==> config.mk <==
export PLATFORM = sky130hd
export DESIGN_NAME = sar_interleave_seq
export DESIGN_NICKNAME = d
export VERILOG_FILES = /design/src/rtl/sarseq_pkg.sv /design/src/rtl/sarseq_phase_ctr.sv /design/src/rtl/sarseq_section.sv /design/src/rtl/sarseq_done_mux.sv /design/src/rtl/sar_interleave_seq.sv
export SDC_FILE = /design/constraint.sdc
export NUM_CORES = 1
export LEC_CHECK = 0
export ABC_AREA = 1
export BUFFER_PORTS_ARGS = -buffer_cell sky130_fd_sc_hd__clkbuf_2
export CORE_ASPECT_RATIO = 1.75
export CORE_MARGIN = 1.5
export CORE_UTILIZATION = 55
export CTS_CLUSTER_SIZE = 40
export DETAILED_ROUTE_END_ITERATION = 6
export PLACE_DENSITY_LB_ADDON = 0.05
export SETUP_SLACK_MARGIN = 0.1
export SLEW_MARGIN = 40
export SYNTH_ARGS = -nofsm -noshare
export SYNTH_HDL_FRONTEND = slang
export SYNTH_SLANG_ARGS = --single-unit
export TNS_END_PERCENT = 50
==> constraint.sdc <==
create_clock -name clk -period 4.4 [get_ports clk]
set_clock_uncertainty 0.05 [all_clocks]
set_input_delay 0.22 -clock clk [delete_from_list [all_inputs] [get_ports clk]]
set_output_delay 0.22 -clock clk [all_outputs]
set_load 0.005 [all_outputs]
==> src/rtl/sarseq_pkg.sv <==
package sarseq_pkg;

    // Number of fixed steps that come before the binary search
    localparam int unsigned FIRST_SEARCH = 4;

    typedef enum logic [2:0] {
        STEP_ZREF,
        STEP_AZERO,
        STEP_ACAL,
        STEP_SAMPLE,
        STEP_SEARCH,
        STEP_XFER
    } step_e;

    // Maps a local phase to the step that the section performs in it
    function automatic step_e step_of(input int unsigned ph, input int unsigned nbits);
        step_e s;
        if (ph == 0)                          s = STEP_ZREF;
        else if (ph == 1)                     s = STEP_AZERO;
        else if (ph == 2)                     s = STEP_ACAL;
        else if (ph == 3)                     s = STEP_SAMPLE;
        else if (ph < FIRST_SEARCH + nbits)   s = STEP_SEARCH;
        else                                  s = STEP_XFER;
        return s;
    endfunction

endpackage

==> src/rtl/sarseq_phase_ctr.sv <==
module sarseq_phase_ctr #(
    parameter int unsigned PHASES = 16,
    localparam int unsigned PW = $clog2(PHASES)
) (
    input  logic          clk,
    input  logic          rst,
    output logic [PW-1:0] phase_o
);

    typedef struct packed {
        logic [PW-1:0] cnt;
    } ctr_t;

    ctr_t ctr_d, ctr_q;

    always_comb begin
        ctr_d = ctr_q;
        if (rst)
            ctr_d.cnt = '0;
        else if (ctr_q.cnt == PW'(PHASES - 1))
            ctr_d.cnt = '0;
        else
            ctr_d.cnt = ctr_q.cnt + 1'b1;
    end

    always_ff @(posedge clk) begin
        ctr_q <= ctr_d;
    end

    assign phase_o = ctr_q.cnt;

    // the frame wraps after its last phase
    assert_phase_wrap_R2: assert property (@(posedge clk) disable iff (rst)
        (phase_o == PW'(PHASES - 1)) |=> (phase_o == '0));

    // any other phase steps by exactly one
    assert_phase_step_R2: assert property (@(posedge clk) disable iff (rst)
        (phase_o != PW'(PHASES - 1)) |=> (phase_o == $past(phase_o) + 1'b1));

endmodule

==> src/rtl/sarseq_section.sv <==
module sarseq_section
    import sarseq_pkg::*;
#(
    parameter int unsigned NBITS   = 11,
    parameter int unsigned PHASES  = NBITS + FIRST_SEARCH + 1,
    parameter int unsigned STAGGER = 2,
    parameter int unsigned SEC_IDX = 0,
    localparam int unsigned PW  = $clog2(PHASES),
    localparam int unsigned BW  = $clog2(NBITS),
    localparam int unsigned OFS = (STAGGER * SEC_IDX) % PHASES
) (
    input  logic             clk,
    input  logic             rst,
    input  logic [PW-1:0]    base_i,
    input  logic             cmp_i,
    output logic             zref_o,
    output logic             azero_o,
    output logic             acal_o,
    output logic             sample_o,
    output logic             xfer_o,
    output logic [NBITS-1:0] trial_o,
    output logic             done_o,
    output logic [NBITS-1:0] result_o
);

    typedef struct packed {
        logic [NBITS-1:0] result;
        logic             sampled;
    } sec_t;

    sec_t st_d, st_q;

    logic [PW:0]      sum;
    logic [PW-1:0]    lphase;
    logic [PW:0]      sbit_w;
    logic [BW-1:0]    sbit;
    logic [NBITS-1:0] onehot;
    step_e            step;

    // Local phase = shared phase delayed by this section's offset
    always_comb begin
        sum = {1'b0, base_i} + (PW+1)'(PHASES - OFS);
        if (sum >= (PW+1)'(PHASES))
            lphase = PW'(sum - (PW+1)'(PHASES));
        else
            lphase = PW'(sum);
        step   = step_of(32'(lphase), NBITS);
        sbit_w = (PW+1)'(FIRST_SEARCH + NBITS - 1) - {1'b0, lphase};
        sbit   = sbit_w[BW-1:0];
        onehot = NBITS'(1) << sbit;
    end

    always_comb begin
        st_d = st_q;
        if (rst) begin
            st_d.result  = '0;
            st_d.sampled = 1'b0;
        end else begin
            unique case (step)
                STEP_SAMPLE: begin
                    st_d.result  = '0;
                    st_d.sampled = 1'b1;
                end
                STEP_SEARCH: st_d.result[sbit] = cmp_i;
                default: ;
            endcase
        end
    end

    always_ff @(posedge clk) begin
        st_q <= st_d;
    end

    assign zref_o   = (step == STEP_ZREF);
    assign azero_o  = (step == STEP_AZERO);
    assign acal_o   = (step == STEP_ACAL);
    assign sample_o = (step == STEP_SAMPLE);
    assign xfer_o   = (step == STEP_XFER);
    assign trial_o  = (step == STEP_SEARCH) ? (st_q.result | onehot) : st_q.result;
    assign done_o   = xfer_o && st_q.sampled;
    assign result_o = st_q.result;

    // never more than one strobe from a section
    assert_one_step_R4: assert property (@(posedge clk) disable iff (rst)
        $onehot0({zref_o, azero_o, acal_o, sample_o, xfer_o}));

    // during a search clock the tested bit is set and the bits below are clear
    assert_trial_shape_R6: assert property (@(posedge clk) disable iff (rst)
        (step == STEP_SEARCH) |-> (((trial_o & (onehot - 1'b1)) == '0) && trial_o[sbit]));

    // the decision stored equals the comparator bit of the previous clock
    assert_keep_bit_R7: assert property (@(posedge clk) disable iff (rst)
        (step == STEP_SEARCH) |=> (result_o[$past(sbit)] == $past(cmp_i)));

    // each conversion opens with only the MSB set
    assert_first_trial_R8: assert property (@(posedge clk) disable iff (rst)
        sample_o |=> (trial_o == {1'b1, {(NBITS-1){1'b0}}}));

endmodule

==> src/rtl/sarseq_done_mux.sv <==
module sarseq_done_mux #(
    parameter int unsigned NSEC  = 8,
    parameter int unsigned NBITS = 11,
    localparam int unsigned SW = $clog2(NSEC)
) (
    input  logic                  clk,
    input  logic                  rst,
    input  logic [NSEC-1:0]       done_vec_i,
    input  logic [NSEC*NBITS-1:0] data_vec_i,
    output logic                  done_o,
    output logic [SW-1:0]         sec_o,
    output logic [NBITS-1:0]      data_o
);

    // Only one source may be active, so an OR of the gated sources is enough
    always_comb begin
        done_o = |done_vec_i;
        sec_o  = '0;
        data_o = '0;
        for (int k = 0; k < NSEC; k++) begin
            if (done_vec_i[k]) begin
                sec_o  = sec_o | SW'(k);
                data_o = data_o | data_vec_i[k*NBITS +: NBITS];
            end
        end
    end

    // the staggered frames never let two sections finish together
    assert_single_done_R9: assert property (@(posedge clk) disable iff (rst)
        $onehot0(done_vec_i));

endmodule

==> src/rtl/sar_interleave_seq.sv <==
module sar_interleave_seq
    import sarseq_pkg::*;
#(
    parameter int unsigned NSEC    = 8,
    parameter int unsigned NBITS   = 11,
    parameter int unsigned STAGGER = 2,
    localparam int unsigned PHASES = NBITS + FIRST_SEARCH + 1,
    localparam int unsigned PW     = $clog2(PHASES),
    localparam int unsigned SW     = $clog2(NSEC)
) (
    input  logic                  clk,
    input  logic                  rst,
    input  logic [NSEC-1:0]       cmp_i,
    output logic [NSEC-1:0]       zref_o,
    output logic [NSEC-1:0]       azero_o,
    output logic [NSEC-1:0]       acal_o,
    output logic [NSEC-1:0]       sample_o,
    output logic [NSEC-1:0]       xfer_o,
    output logic [NSEC*NBITS-1:0] trial_o,
    output logic                  done_o,
    output logic [SW-1:0]         done_sec_o,
    output logic [NBITS-1:0]      done_data_o
);

    logic [PW-1:0]         phase;
    logic [NSEC-1:0]       done_vec;
    logic [NSEC*NBITS-1:0] result_vec;

    sarseq_phase_ctr #(
        .PHASES (PHASES)
    ) u_ctr (
        .clk     (clk),
        .rst     (rst),
        .phase_o (phase)
    );

    for (genvar k = 0; k < NSEC; k++) begin : g_sec
        sarseq_section #(
            .NBITS   (NBITS),
            .PHASES  (PHASES),
            .STAGGER (STAGGER),
            .SEC_IDX (k)
        ) u_sec (
            .clk      (clk),
            .rst      (rst),
            .base_i   (phase),
            .cmp_i    (cmp_i[k]),
            .zref_o   (zref_o[k]),
            .azero_o  (azero_o[k]),
            .acal_o   (acal_o[k]),
            .sample_o (sample_o[k]),
            .xfer_o   (xfer_o[k]),
            .trial_o  (trial_o[k*NBITS +: NBITS]),
            .done_o   (done_vec[k]),
            .result_o (result_vec[k*NBITS +: NBITS])
        );
    end

    sarseq_done_mux #(
        .NSEC  (NSEC),
        .NBITS (NBITS)
    ) u_mux (
        .clk        (clk),
        .rst        (rst),
        .done_vec_i (done_vec),
        .data_vec_i (result_vec),
        .done_o     (done_o),
        .sec_o      (done_sec_o),
        .data_o     (done_data_o)
    );

    // a sampling clock is always followed by a quiet one
    assert_sample_gap_R5: assert property (@(posedge clk) disable iff (rst)
        (|sample_o) |=> !(|sample_o));

    // a quiet clock is always followed by exactly one sampler
    assert_sample_next_R5: assert property (@(posedge clk) disable iff (rst)
        !(|sample_o) |=> $onehot(sample_o));

    // never two samplers together
    assert_sample_single_R5: assert property (@(posedge clk) disable iff (rst)
        $onehot0(sample_o));

endmodule

======== Word-level counts from Yosys, hierarchy flattened ========
Index checks and enable logic that the tools add are counted.
word-level totals
  flip-flop bits (word level) ............. 100
  bits of input ports ..................... 10
  output and inout bits ................... 143
  logic and storage cells ................. 307
cells by class
  add/sub/neg operators ................... 25
  order comparisons ....................... 32
  equality and inequality tests ........... 65
  shift-type cells ........................ 8
  multiplexer cells ....................... 103
  bitwise gates (word level) .............. 15
  reduce and logical (&&, ||, !) cells .... 42
operators with widths
  cell                                                  count
  two-way mux 11 bit                                    16
  case mux 11 bit (2 select lines)                      8
  OR 11 bit                                             15
  two-way mux 3 bit                                     36
  bitwise mux 11 bit                                    8
  left shift 1 x 4 -> 11 bit (first input constant)     8
  equality test 4 x 2 -> 1 bit (second input constant)  16
  equality test 3 x 2 -> 1 bit (second input constant)  16
  equality test 3 bit (second input constant)           16
  >= comparator 5 bit (second input constant)           8
  < comparator 4 x 5 -> 1 bit (second input constant)   8
  demux 1 bit (select 4 bit)                            8
  equality test 4 x 1 -> 1 bit (second input constant)  8
  >= comparator 4 x 1 -> 1 bit (second input constant)  8
  zero test 4 bit                                       8
  < comparator 4 bit (second input constant)            8
  two-way mux 4 bit                                     8
  subtractor 4 x 1 -> 4 bit (second input constant)     8
  subtractor 4 bit (first input constant)               8
  equality test 3 x 1 -> 1 bit (second input constant)  8
  zero test 3 bit                                       8
  adder 4 x 4 -> 5 bit (second input constant)          4
  two-way mux 1 bit                                     17
  logical AND 1 bit                                     16
  9 further kinds                                       18

======== Longest topological paths before layout ========
  depth after elaboration ................. 26
  mapped depth ............................ 13
  depth with buffers taken out ............ 12

======== Modules after synthesis ========
A second synthesis with hierarchy kept.
second synthesis, totals
  cells, all modules ...................... 1344
  area, all modules ....................... 7935.1 µm²
by module, submodules not included
  module                           times used  cells each  area an instance (µm²)  seq. area each (µm²)
  sarseq_section (g_sec[1].u_sec)  1           152         968.4                   240.2
  sarseq_section (g_sec[3].u_sec)  1           153         945.9                   240.2
  sarseq_section (g_sec[5].u_sec)  1           153         935.9                   240.2
  sarseq_section (g_sec[6].u_sec)  1           154         913.4                   240.2
  sarseq_section (g_sec[7].u_sec)  1           153         910.9                   240.2
  sarseq_section (g_sec[2].u_sec)  1           141         844.6                   240.2
  sarseq_section (g_sec[0].u_sec)  1           118         779.5                   240.2
  sarseq_section (g_sec[4].u_sec)  1           120         745.7                   240.2
  sarseq_done_mux                  1           183         737.0                   0.0
  sarseq_phase_ctr                 1           17          153.9                   80.1

======== Worst setup path before layout ========
Ideal clock, no wire load.
  path type ............................... register to output
  start ................................... reg u_ctr.ctr_q, in the netlist u_ctr.phase_o[1]
  end ..................................... out trial_o[12]
  data arrival time ....................... 1.986 ns
  data required time ...................... 4.130 ns
  setup slack ............................. 2.144 ns
  cell stages (with the launch flop) ...... 12
  buffers on the path ..................... 1
  path through ............................ dfxtp_1 -> inv_1 -> ha_1 -> buf_4 -> nor2_1 -> nor2_2 -> inv_2 -> nand2_1 -> nor2_1 -> inv_1 -> nor2_1 -> or2_1
on the way
  cells in the longest elaborated chain, start to end .. 11
  elaborated cells on any way between the ends .. 19
  classes of those cells .................. add/sub: 3; order compare: 2; eq/ne: 4; shift: 1; mux: 7; bitwise: 1; reduce/logical: 1
RTL lines
  what                                                              RTL line                                    text
  start: declaration                                                sarseq_phase_ctr.sv:14                      ctr_t ctr_d, ctr_q;
  start signal: assignment                                          sarseq_phase_ctr.sv:27                      ctr_q <= ctr_d;
  adder 4 x 4 -> 5 bit (*)                                          sarseq_section.sv:42                        sum = {1'b0, base_i} + (PW+1)'(PHASES - OFS);
  subtractor 4 x 1 -> 4 bit or >= comparator 5 bit (tied branches)  sarseq_section.sv:44, sarseq_section.sv:43
  two-way mux 4 bit (*)                                             sarseq_section.sv:43                        if (sum >= (PW+1)'(PHASES))
  < comparator 4 bit                                                sarseq_pkg.sv:22                            else if (ph < FIRST_SEARCH + nbits) s = STEP_SEARCH;
  two-way mux 1 bit                                                 sarseq_pkg.sv:22
  two-way mux 3 bit                                                 sarseq_pkg.sv:21                            else if (ph == 3) s = STEP_SAMPLE;
  two-way mux 3 bit                                                 sarseq_pkg.sv:20                            else if (ph == 2) s = STEP_ACAL;
  two-way mux 3 bit                                                 sarseq_pkg.sv:19                            else if (ph == 1) s = STEP_AZERO;
  two-way mux 3 bit                                                 sarseq_pkg.sv:18                            if (ph == 0) s = STEP_ZREF;
  equality test 3 bit                                               sarseq_section.sv:79                        assign trial_o = (step == STEP_SEARCH) ? (st_q.result | onehot) : st_q.result;
  two-way mux 11 bit (*)                                            sarseq_section.sv:79
  end: declaration                                                  sar_interleave_seq.sv:19                    output logic [NSEC*NBITS-1:0] trial_o,
Every way passes the cells marked *; elsewhere a longest branch is shown, timed or not.

======== Worst setup path after layout ========
  start ................................... reg u_ctr.ctr_q, in the netlist u_ctr.phase_o[1]
  end ..................................... out done_data_o[0]
on the way
  cells in the longest elaborated chain, start to end .. 26
  elaborated cells on any way between the ends .. 143
  classes of those cells .................. add/sub: 16; order compare: 16; eq/ne: 32; mux: 56; bitwise: 7; reduce/logical: 16
RTL lines
  what                                                              RTL line                                    text
  adder 4 x 5 -> 5 bit                                              sarseq_section.sv:42
  subtractor 4 x 1 -> 4 bit or >= comparator 5 bit (tied branches)  sarseq_section.sv:44, sarseq_section.sv:43
  two-way mux 4 bit                                                 sarseq_section.sv:43
  < comparator 4 bit                                                sarseq_pkg.sv:22
  two-way mux 1 bit                                                 sarseq_pkg.sv:22
  two-way mux 3 bit                                                 sarseq_pkg.sv:21
  two-way mux 3 bit                                                 sarseq_pkg.sv:20
  two-way mux 3 bit                                                 sarseq_pkg.sv:19
  [... 10 more ...]                                                 -
  OR 11 bit                                                         sarseq_done_mux.sv:23                       data_o = data_o | data_vec_i[k*NBITS +: NBITS];
  two-way mux 11 bit                                                sarseq_done_mux.sv:21                       if (done_vec_i[k]) begin
  OR 11 bit                                                         sarseq_done_mux.sv:23
  two-way mux 11 bit                                                sarseq_done_mux.sv:21
  OR 11 bit                                                         sarseq_done_mux.sv:23
  two-way mux 11 bit                                                sarseq_done_mux.sv:21
  OR 11 bit                                                         sarseq_done_mux.sv:23
  two-way mux 11 bit (*)                                            sarseq_done_mux.sv:21
  end: declaration                                                  sar_interleave_seq.sv:22                    output logic [NBITS-1:0] done_data_o
Marks and branches as above.

==> key figures <==
Pwr
  • Psw: approximately 0.94 mW
  • Switching Fraction: a little over a third
  • Power share of the sequential group: a little under two fifths
  • Pwr Total: around 2.6 mW
  • Comb power frac: roughly 28%
  • Power share of the clock group: 34.0%
  • Pwr per Cell Area: between 300 and 400 mW/mm²
  • Static Leak: 4.56 nW
  • Int Power: about 1.7 mW
  • Worst VDD drop: around 0.24 mV

Outcome
  • Violated checks: design-rule violations
  • Status: complete, but fails checks

Logic synthesis
  • Yosys warnings: 0
  • Mapped Nets: between 1k and 1.5k
  • Sequential area share after synthesis: 25.7%
  • Post-synth cell types: 38
  • Synth Cell Area: 0.00779 mm²
  • Number of synthesized register bits: 100
  • Syn Area/Cell: roughly 5.9 µm²
  • Gate Count Post-Synth: between 1k and 1.5k

Timing
  • RSZ-0062 raised after global routing: no
  • Worst Tran Pin Value: roughly 0.71 ns
  • Fin crit period: approximately 3.6 ns
  • Final Hold Fails: 0
  • Final setup TNS: 0 ns
  • Fmax achieved: between 0.2 and 0.3 GHz
  • Final setup fails: 0
  • Crit share post-route: between 80% and 90%
  • Worst slew margin: a little over half
  • Max-slew violations: 0
  • Worst setup margin: between 0.8 and 0.9 ns

Clock network
  • CTS Hold Bufs: 0
  • TritonCTS clock tree: done
  • Clock slew at reported path FFs: 0.07 ns
  • CTS max path bufs: 2
  • Clk sinks: 100
  • Setup Fix Bufs, Post-CTS: 0
  • CTS root buffer: clkbuf_16
  • Total CTS buffers: 9
  • Post-CTS sizing: 0
  • Clock latency on the worst-skew pair: about 0.36 ns
  • H-tree Lvls: 3

Route
  • DRC viols: 9
  • DRT Pass-1 Iters: 7
  • WL final: 25900 µm
  • ANT nets after route: 0
  • Via count: between 8k and 9k
  • DR WL/cell: roughly 16 µm
  • Starting DRT DRC Count: ~500
  • Vias per cell: about 5.3

Die
  • Site Rows: 57
  • Starting Density: 56.3%
  • Die height: between 150 and 200 µm
  • Area of the die: between 0.01 and 0.015 mm²
  • Die Width: between 90 and 100 µm
  • Area of the core: ~0.014 mm²
  • # IOs: between 150 and 200

Place
  • Routability cong.: between 0.9 and 1
  • Port Buf Inserts: between 150 and 200
  • HPWL Detailed: about 20000 µm
  • Pre-CTS setup slack: 1.25 ns

Finish
  • Share of post-route cells with drive strength above 1: between 15 and 20%
  • Area Growth Syn to Fin: 9.27%
  • Final nets: 1418
  • Antenna diode count: 0
  • Final core occ: 61.5%

GRT
  • Met2 Track Usage GR: around three fifths
  • Remaining global-route overflow: 0
  • Gr usage total: 34.6%
  • First-pass GRT wire length: 39200 µm
  • Antenna violations before repair: 0
  • Largest net degree at the start of global routing: 54
  • GR Layer Usage met3: a little over 5%
  • Grt met1 use: between 30% and 40%
  • Gr busiest metal: met2
  • Vias in the first global route: 7667

Setup path
  • Setup crit end kind: primary output
  • Worst Reg-to-Reg Cells: 9
  • Crit path max fanout: 14
  • Crit path required time: 4.13 ns
  • Critical path launch point type: flip-flop
  • CP Class: reg2out
  • Crit path arrival time: roughly 3.3 ns

Min path
  • Hold Crit Depth: 3
  • Hold WC Path Type: in2reg

Flow run
  • Max Cap Violations: 0
==> logic make-up after synthesis <==
group | share of synthesized area (%)
AO/OA/AOI/OAI | 10.5
AND/OR/NAND/NOR | 43.8
XOR/XNOR | 0.579
buffers and inverters | 16.4
flip-flops | 25.7
adder cells (fa/ha/maj) | 3.05
==> worst paths after layout <==
| path | slack, ns | from | to |
|---|---|---|---|
| worst max-delay path | 0.82 | u_ctr.phase_o[1]$_SDFF_PP0_ | done_data_o[0] |
| worst min-delay path | 0.06 | cmp_i[1] | g_sec[1].u_sec.result_o[3]$_SDFFE_PP0P_ |
| worst max register to register | 1.40 | u_ctr.phase_o[1]$_SDFF_PP0_ | g_sec[7].u_sec.result_o[9]$_SDFFE_PP0P_ |
| worst min register to register | 0.43 | g_sec[0].u_sec.st_q[0]$_SDFFE_PP0P_ | g_sec[0].u_sec.st_q[0]$_SDFFE_PP0P_ |
==> placed cells by master, fill, tap and decap left out, drive strengths merged <==
master    instances
o211ai            6
nand3            57
ha               19
clkinvlp          1
a21oi            33
buf               1
nand4            59
inv             182
and3              4
o22ai            15
nor3              5
dfxtp           100
o21ai            57
a22oi            12
o21a             16
nand2           353
xnor2             1
bufinv            1
nor2            288
xor2              2
clkinv            4
clkbuf          162
or2              16
==> per-stage QoR <==
stage | cells | hold WS [ns] | cell area [µm²]
after floorplan | 1320 | 0.305 | 7790
after global placement | 1555 | 0.398 | 8190
after detailed placement | 1555 | 0.409 | 8190
after CTS | 1571 | 0.0653 | 8510
after global routing | 1571 | 0.0856 | 8510
final | 1571 | 0.0626 | 8510
==> synth_stat cells (all sizes together) <==
cell	n	area share, %
o21a	16	1.5
and3	4	0.32
xor2	2	0.47
o211ai	6	0.64
a22oi	12	1.2
dfxtp	100	26
buf	74	6.5
nor2	288	14
nand4	59	4.7
inv	179	8.7
o21ai	57	3.8
nand2	353	18
o22ai	15	1.2
clkbuf	21	1.0
clkinv	3	0.14
xnor2	1	0.11
nand3	57	4.7
a21oi	33	2.1
ha	19	3.1
or2	16	1.3
nor3	5	0.32
==> layer usage <==
| metal | part of all wire (%) | vias to the layer above |
|---|---|---|
| met2 | 49 | 336 |
| met1 | 36 | 3738 |
| met3 | 6.0 | 92 |
| li1 | - | 4214 |
| met4 | 8.8 | 0 |
| met5 | 0 | - |
==> cell type report <==
class / count / area (µm²)
fill: 1498 / 5330
multi-input combinational: 943 / 4510
sequential: 100 / 2000
timing repair buffer: 153 / 768
inverter: 182 / 688
clock buffer: 10 / 239
tap: 177 / 221
clock inverter: 6 / 80.1
==> worst max-delay path, stage by stage (launching register included) <==
cell and delay, ns:
dfxtp_1 0.48, inv_1 0.21, ha_1 0.45, nand2_1 0.24, nand2_1 0.13, nor2_2 0.25, nand4_1 0.53, nor2_1 0.38
nor2_1 0.08, nand3_1 0.08, clkbuf_2 0.11
==> flip-flops by register name, indices dropped and copies added, names as in the netlist <==
signal	cells
u_ctr.phase_o	4
g_sec.u_sec.result_o	88
g_sec.u_sec.st_q	8
==> power groups by stage <==
stage	combinational (mW)	sequential (mW)	clock [mW]
after floorplan	0.534	0.998	0
after global placement	0.711	1.01	0
after detailed placement	0.717	1.01	0
after CTS	0.720	0.987	0.884
after global routing	0.802	0.993	0.924
final	0.725	0.987	0.881
(Power assumes the default switching activity.)
